[src/rtl/sid_pkg.sv]
package sid_pkg;
    localparam int ID_W = 8;

    typedef enum logic [1:0] {
        ST_IDLE   = 2'd0,
        ST_XFER   = 2'd1,
        ST_REPORT = 2'd2
    } sid_state_e;

    typedef struct packed {
        logic [ID_W-1:0] c;
        logic [ID_W-1:0] h;
        logic [ID_W-1:0] r;
        logic [ID_W-1:0] n;
    } sid_id_t;
endpackage

[src/rtl/sid_next_calc.sv]
module sid_next_calc
    import sid_pkg::*;
(
    input  sid_id_t         cur,
    input  logic [ID_W-1:0] eot,
    input  logic            mt,
    output logic            at_eot,
    output logic            cont,
    output sid_id_t         cont_id,
    output sid_id_t         res_id
);
    localparam logic [ID_W-1:0] ONE = ID_W'(1);

    always_comb begin
        at_eot  = (cur.r == eot);
        cont    = at_eot && mt && !cur.h[0];
        cont_id = cur;
        cont_id.h[0] = ~cur.h[0];
        cont_id.r    = ONE;
        res_id  = cur;
        if (!at_eot) begin
            res_id.r = cur.r + ONE;
        end else begin
            res_id.r = '0;
            if (mt) begin
                res_id.h[0] = ~cur.h[0];
                if (cur.h[0]) res_id.c = cur.c + ONE;
            end else begin
                res_id.c = cur.c + ONE;
            end
        end
    end
endmodule

[src/rtl/sid_len_calc.sv]
module sid_len_calc
    import sid_pkg::*;
#(
    parameter int LEN_W      = 16,
    parameter int N_MAX      = 7,
    parameter int BASE_SHIFT = 7
) (
    input  logic [ID_W-1:0]  n,
    input  logic [ID_W-1:0]  dtl,
    output logic [LEN_W-1:0] len
);
    localparam logic [ID_W-1:0] N_LIM = ID_W'(N_MAX);
    localparam logic [LEN_W-1:0] UNIT = LEN_W'(1);

    logic [ID_W-1:0] n_eff;

    always_comb begin
        n_eff = (n > N_LIM) ? N_LIM : n;
        if (n == '0) len = LEN_W'(dtl);
        else         len = UNIT << (n_eff + ID_W'(BASE_SHIFT));
    end
endmodule

[src/rtl/sector_id_stepper.sv]
module sector_id_stepper
    import sid_pkg::*;
#(
    parameter int LEN_W      = 16,
    parameter int N_MAX      = 7,
    parameter int BASE_SHIFT = 7
) (
    input  logic             clk,
    input  logic             rst_n,
    input  logic             start,
    input  logic [7:0]       ld_c,
    input  logic [7:0]       ld_h,
    input  logic [7:0]       ld_r,
    input  logic [7:0]       ld_n,
    input  logic [7:0]       ld_eot,
    input  logic             ld_mt,
    input  logic [7:0]       ld_dtl,
    input  logic             sec_done,
    input  logic             tc,
    output logic             busy,
    output logic [7:0]       cur_c,
    output logic [7:0]       cur_h,
    output logic [7:0]       cur_r,
    output logic [7:0]       cur_n,
    output logic [LEN_W-1:0] sec_len,
    output logic             res_valid,
    output logic [7:0]       res_c,
    output logic [7:0]       res_h,
    output logic [7:0]       res_r,
    output logic [7:0]       res_n,
    output logic [1:0]       res_ic,
    output logic             res_en
);
    sid_state_e      state, state_nx;
    sid_id_t         cur, cont_id, res_id, res_q;
    logic [ID_W-1:0] eot, dtl;
    logic            mt, at_eot, cont, finish, abn_q;

    sid_next_calc u_next (
        .cur     (cur),
        .eot     (eot),
        .mt      (mt),
        .at_eot  (at_eot),
        .cont    (cont),
        .cont_id (cont_id),
        .res_id  (res_id)
    );

    sid_len_calc #(.LEN_W(LEN_W), .N_MAX(N_MAX), .BASE_SHIFT(BASE_SHIFT)) u_len (
        .n   (cur.n),
        .dtl (dtl),
        .len (sec_len)
    );

    assign finish = sec_done && (tc || (at_eot && !cont));

    always_comb begin
        state_nx = state;
        unique case (state)
            ST_IDLE:   if (start) state_nx = ST_XFER;
            ST_XFER:   if (sec_done && finish) state_nx = ST_REPORT;
            ST_REPORT: state_nx = ST_IDLE;
            default:   state_nx = ST_IDLE;
        endcase
    end

    always_ff @(posedge clk or negedge rst_n) begin
        if (!rst_n) state <= ST_IDLE;
        else        state <= state_nx;
    end

    always_ff @(posedge clk or negedge rst_n) begin
        if (!rst_n) begin
            cur   <= '0;
            eot   <= '0;
            dtl   <= '0;
            mt    <= 1'b0;
            res_q <= '0;
            abn_q <= 1'b0;
        end else if (state == ST_IDLE && start) begin
            cur   <= '{c: ld_c, h: ld_h, r: ld_r, n: ld_n};
            eot   <= ld_eot;
            dtl   <= ld_dtl;
            mt    <= ld_mt;
        end else if (state == ST_XFER && sec_done) begin
            if (finish) begin
                res_q <= res_id;
                abn_q <= !tc;
            end else if (cont) begin
                cur <= cont_id;
            end else begin
                cur.r <= res_id.r;
            end
        end
    end

    always_comb begin
        busy      = (state == ST_XFER);
        res_valid = (state == ST_REPORT);
        cur_c     = cur.c;
        cur_h     = cur.h;
        cur_r     = cur.r;
        cur_n     = cur.n;
        res_c     = res_q.c;
        res_h     = res_q.h;
        res_r     = res_q.r;
        res_n     = res_q.n;
        res_ic    = {1'b0, abn_q};
        res_en    = abn_q;
    end
endmodule

[config.mk]
export PLATFORM = sky130hd
export DESIGN_NAME = sector_id_stepper
export DESIGN_NICKNAME = d
export VERILOG_FILES = /design/src/rtl/sid_pkg.sv /design/src/rtl/sid_next_calc.sv /design/src/rtl/sid_len_calc.sv /design/src/rtl/sector_id_stepper.sv
export SDC_FILE = /design/constraint.sdc
export NUM_CORES = 1
export LEC_CHECK = 0
export ABC_CLOCK_PERIOD_IN_PS = 6250
export BUFFER_PORTS_ARGS = -buffer_cell sky130_fd_sc_hd__buf_2
export CAP_MARGIN = 15
export CORE_ASPECT_RATIO = 0.6
export CORE_UTILIZATION = 54
export DETAILED_ROUTE_END_ITERATION = 12
export GPL_ROUTABILITY_DRIVEN = 0
export PLACE_DENSITY = 0.85
export SLEW_MARGIN = 20
export SYNTH_ARGS = -nofsm -noshare
export SYNTH_HDL_FRONTEND = slang
export SYNTH_SLANG_ARGS = --single-unit
[constraint.sdc]
create_clock -name clk -period 6.25 [get_ports clk]
set_clock_uncertainty 0.05 [all_clocks]
set_input_delay 0 -clock clk [delete_from_list [all_inputs] [get_ports clk]]
set_output_delay 0 -clock clk [all_outputs]
set_load 0.1 [all_outputs]
# ---- After elaboration in Yosys (flattened, before gate mapping)
# Index checks and enable logic that the tools add are counted.
dict set report word_totals {
  latchBits 0
  ramBits 0
  rom_bits 0
  out_inout_bits 85
  register_bits 84
  input_bits 54
  n_memories 0
}
dict set report op_classes {
  addsub 3
  reduce_logical 19
  div 0
  shift 1
  mux 16
  n_eq_ne 6
  bitwise_logic 2
  multipliers 0
  n_lt_le_gt_ge 1
}
# operator n
set ops {}
lappend ops {{$mux W8} 6}
lappend ops {{$mux W17} 2}
lappend ops {{$mux W32} 1}
lappend ops {{$add A8 B1 Y8 const B} 2}
lappend ops {{$mux W16} 1}
lappend ops {{$shl A1 B8 Y16 const A} 1}
lappend ops {{$add A8 B3 Y8 const B} 1}
lappend ops {{$eq A8 B8 Y1} 1}
lappend ops {{$gt A8 B3 Y1 const B} 1}
lappend ops {{$logic_not A8 Y1} 1}
lappend ops {{$logic_and A1 B1 Y1} 7}
lappend ops {{$reduce_and A3 Y1} 2}
lappend ops {{$mux W2} 2}
lappend ops {{$ne A2 B1 Y1 const B} 2}
lappend ops {{$pmux W2 S2} 1}
lappend ops {{$reduce_and A2 Y1} 2}
lappend ops {{$reduce_bool A2 Y1} 2}
lappend ops {{$logic_not A1 Y1} 3}
lappend ops {{$mux W1} 3}
lappend ops {{$eq A2 B1 Y1 const B} 1}
lappend ops {{$eq A2 B2 Y1 const B} 1}
lappend ops {{$logic_not A2 Y1} 1}
lappend ops {{$ne A2 B2 Y1 const B} 1}
lappend ops {{$not A1 Y1} 2}
lappend ops {{$logic_or A1 B1 Y1} 1}

# ---- Longest topological paths before layout
dict set report logic_depth {
  word_depth 10
  depth_mapped 10
  depth_no_buf 10
}

# ---- Hierarchy
# A second synthesis with hierarchy kept.
dict set report hier_totals {
  cells_unflattened 494
  hier_area_um2 4899.7
}
# module cells_each area_each_um2 seq_area_each_um2 n_inst
set modules_own_cells {}
lappend modules_own_cells {sector_id_stepper 342 3744.8 2102.0 1}
lappend modules_own_cells {sid_next_calc 111 885.8 0.0 1}
lappend modules_own_cells {sid_len_calc 41 269.0 0.0 1}

# ---- Worst setup path before layout
# OpenSTA, ideal clock, no wires.
dict set report synth_path {
  path_type {register to output}
  startpoint {reg cur_n[5] (netlist name)}
  endpoint {out sec_len[9]}
  stages_incl_launch_ff 7
  path_buffers 0
  arrival_time_ns 3.840
  required_ns 6.200
  setup_slack_ns 2.360
  cell_sequence {dfrtp_1 > or4_1 > or2_2 > nor2_1 > ha_1 > a21oi_1 > nor3b_1}
}
dict set report synth_via {
  elab_chain_cells 5
  elab_cells_between_ends 6
  classes_between {add/sub (1); order compare (1); shift (1); mux (2); reduce/logical (1)}
}
# item line_no
set synth_rtl {}
lappend synth_rtl {{$gt A8 B3 Y1} sid_len_calc.sv:18} ;# n_eff = (n > N_LIM) ? N_LIM : n;
lappend synth_rtl {{$mux W8} sid_len_calc.sv:18}
lappend synth_rtl {{$add A8 B3 Y8} sid_len_calc.sv:20} ;# else len = UNIT << (n_eff + ID_W'(BASE_SHIFT));
lappend synth_rtl {{$shl A1 B8 Y16} sid_len_calc.sv:20}
lappend synth_rtl {{$mux W16 (*)} sid_len_calc.sv:19} ;# if (n == '0) len = LEN_W'(dtl);
lappend synth_rtl {{end, declared} sector_id_stepper.sv:25} ;# output logic [LEN_W-1:0] sec_len,
# Every way passes the cells marked *; elsewhere a longest branch is shown, timed or not.

# ---- Final worst setup path
dict set report layout_path {
  startpoint {reg cur_n[5] (netlist name)}
  endpoint {out sec_len[12]}
}
dict set report layout_via {
  elab_chain_cells 5
  elab_cells_between_ends 6
  classes_between {add/sub (1); order compare (1); shift (1); mux (2); reduce/logical (1)}
}
# item line_no
set layout_rtl {}
lappend layout_rtl {{$gt A8 B3 Y1} sid_len_calc.sv:18}
lappend layout_rtl {{$mux W8} sid_len_calc.sv:18}
lappend layout_rtl {{$add A8 B3 Y8} sid_len_calc.sv:20}
lappend layout_rtl {{$shl A1 B8 Y16} sid_len_calc.sv:20}
lappend layout_rtl {{$mux W16 (*)} sid_len_calc.sv:19}
# Marks and branches as above.

==> impl_metrics.ini <==
[final_layout]
n_antenna_cell = 0
drive_above_1_share_pct = 43.9
fin_nets = 567
fillers = 476
fin_util_pct = 75.9
final_cell_area_um2 = 5540
area.growth.synth_to_final_pct = 35.8

[synthesis]
synth_seq_area_share_pct = 51.5
ys_seq_elements = 84
synth-edff-count = 0
syn_inst = 342
synth_top_area_share_pct = 51.5
synthTopCellsByArea = dfrtp_1 52%, mux2_2 17%, buf_4 3.3%, o21ai_0 2.9%, and2_1 2.5%
synthFlopType = dfrtp_1
synth_cell_type_count = 53
netlist_area_um2 = 4080
yosys_warnings = 0
avgSynthCellArea_um2 = 11.9
yosysTopAreaCell = dfrtp_1
synth_async_sr_flop_share_pct = 100
syn_nets = 399

[critical_path]
reg2reg_setup_slack_ps = 3150
start_kind = flop
path_class = reg -> out
crit_fanout = 5
endpoint_kind = output port
r2r_cells = 6
required_ps = 6200
worstReg2RegStart = cur_r[2]
cp-endpoint = sec_len[12]
critPathTopFamily = simple AND/OR/NAND/NOR gates
slowest_stage = or4_1
cp.depth = 11
crit_chain = or4_1, nor2_1, nand2_1, inv_1, ha_1, inv_1, nand2_1, a21boi_0, a2bb2oi_1, nor2b_1, buf_2
worst-path-buf-inv = 3
worstPathArrival_ps = 3120
slowest_delay_ps = 600
startpoint = cur_n[5]
r2r-end = res_c[4]

[clocking]
cts_buffer_depth = 2
cts-root-buf = clkbuf_16
clock_latency_ps = 340
clock_sinks = 84
post_cts_buffers = 0
htree_levels = 3
cts_made_buffers = 9
clk_pin_slew_ps = 60
cts_tree = built

[routing]
drc = 0
wire_per_inst_um = 17.8
ant_nets = 0
drt_wl_total_mm = 11.0
drt_iter0_drc = 276
dr.pass1.iters = 5
viasPerCell = 5.47
vias = 3389

[placement]
portBuffers = 137
placed_cell_area_um2 = 4710
post-dp-hpwl_mm = 7.04

[global_route]
grt_antenna_before_repair = 0
grt_max_degree = 85
grt_pass1_vias = 3319
overflow = 0
track_usage_pct = 29.7
grt_pass1_wl_mm = 17.5

[timing]
slew_headroom_pct = 32.8
setup_viol = 0
period_minus_slack_ps = 3170
report.final.slew_viol_count = 0
setup_tns_ps = 0
period_share_pct = 50.8
hold_violations = 0
max_freq_mhz = 315
rsz0062_at_grt = false
max_slew.worst_pin.slew_ps = 999

[floorplan]
std_cell_rows = 24
start_util_pct = 55.9
io_pins = 139
coreArea_um2 = 7300
die_w_um = 114
die_h_um = 69.3
dieArea_um2 = 7920

[run]
drv_cap = 0

[status]
status = completed

[worst_hold_path]
hold_class = in -> async
## how the worst min path moves through the flow
stage | startpoint | to | depth (start not counted)
finish | rst_n | dtl[6] | 2
global route | rst_n | eot[4] | 2
detailed placement | ld_h[0] | cur_h[0] | 3
global placement | ld_h[0] | cur_h[0] | 3
CTS | start | cur_r[0] | 5
floorplan | rst_n | cur_c[0] | 0
## flip-flops by register name (all words and copies together) (netlist names)
register and flops:
cur_c 8, cur_h 8, cur_n 8, cur_r 8, dtl 8, eot 8
res_c 8, res_h 8, res_n 8, res_r 8, state 2, mt 1
res_en 1
## Yosys cell counts (4+ instances only)
library cell  instances
a32o_1                4
clkbuf_1              7
buf_2                 7
nor3_1                4
and3_1                4
nor2_1                9
nor3b_1               4
nand2_1              11
xnor2_1               8
nor2b_1               6
mux2_2               60
buf_4                18
dfrtp_1              84
inv_1                 4
o21ai_0              24
a221o_1               5
o31ai_1               4
a21oi_1               4
and2_1               16
xor2_1                8
nand3_1               6
## placed cells by master, fill, tap and decap left out, types with 5 or more instances in the layout
cell type and instances:
a221o_1 5, nor2b_1 6, nor2_1 9, nand2_1 11, mux2_2 60, buf_2 136, dlygate4sd3_1 52, xnor2_1 8
o21ai_0 24, xor2_1 8, and2_1 16, dfrtp_1 84, clkbuf_16 9, nand3_1 6
## per-stage QoR
step,cells,hold slack [ps],setup WS (ps)
after floorplan,342,-346,2360
after global placement,551,156,3410
after detailed placement,551,165,3240
after CTS,619,265,3100
after global routing,619,323,2930
final,619,253,3080
## what timing repair did
action,in CTS,in global routing
gates resized for setup,0,0
hold endpoints to repair,135,0
hold buffers,52,0
## kinds of logic (layout without fill, tap and decap cells)
group | after synthesis | count (layout) | synth area share, %
AO/OA/AOI/OAI | 62 | 62 | 10.8
other | 1 | 1 | 0.0919
multiplexers | 62 | 62 | 17.0
AND/OR/NAND/NOR | 75 | 75 | 10.5
XOR/XNOR | 16 | 16 | 3.43
flip-flops | 84 | 84 | 51.5
buffers and inverters | 39 | 212 | 5.67
adder cells (fa/ha/maj) | 3 | 3 | 0.920
## routing by layer
layer	vias to the layer above	GRT usage, %	wire (um)
met5	-	0	0
li1	1543	-	-
met1	1632	41.0	4850
met4	0	12.7	309
met2	180	41.3	4790
met3	34	12.2	1030
## cell type report
class / count / area, um^2 / area share, %
tap: 104 / 130 / 2.35
sequential: 84 / 2100 / 37.9
timing repair buffer: 191 / 1230 / 22.1
clock buffer: 12 / 256 / 4.63
inverter: 5 / 18.8 / 0.339
multi-input combinational: 219 / 1760 / 31.7
clock inverter: 4 / 47.5 / 0.858
Power is not shown: default switching activity piles up to over one toggle a cycle in this logic, so the estimate is an artifact.
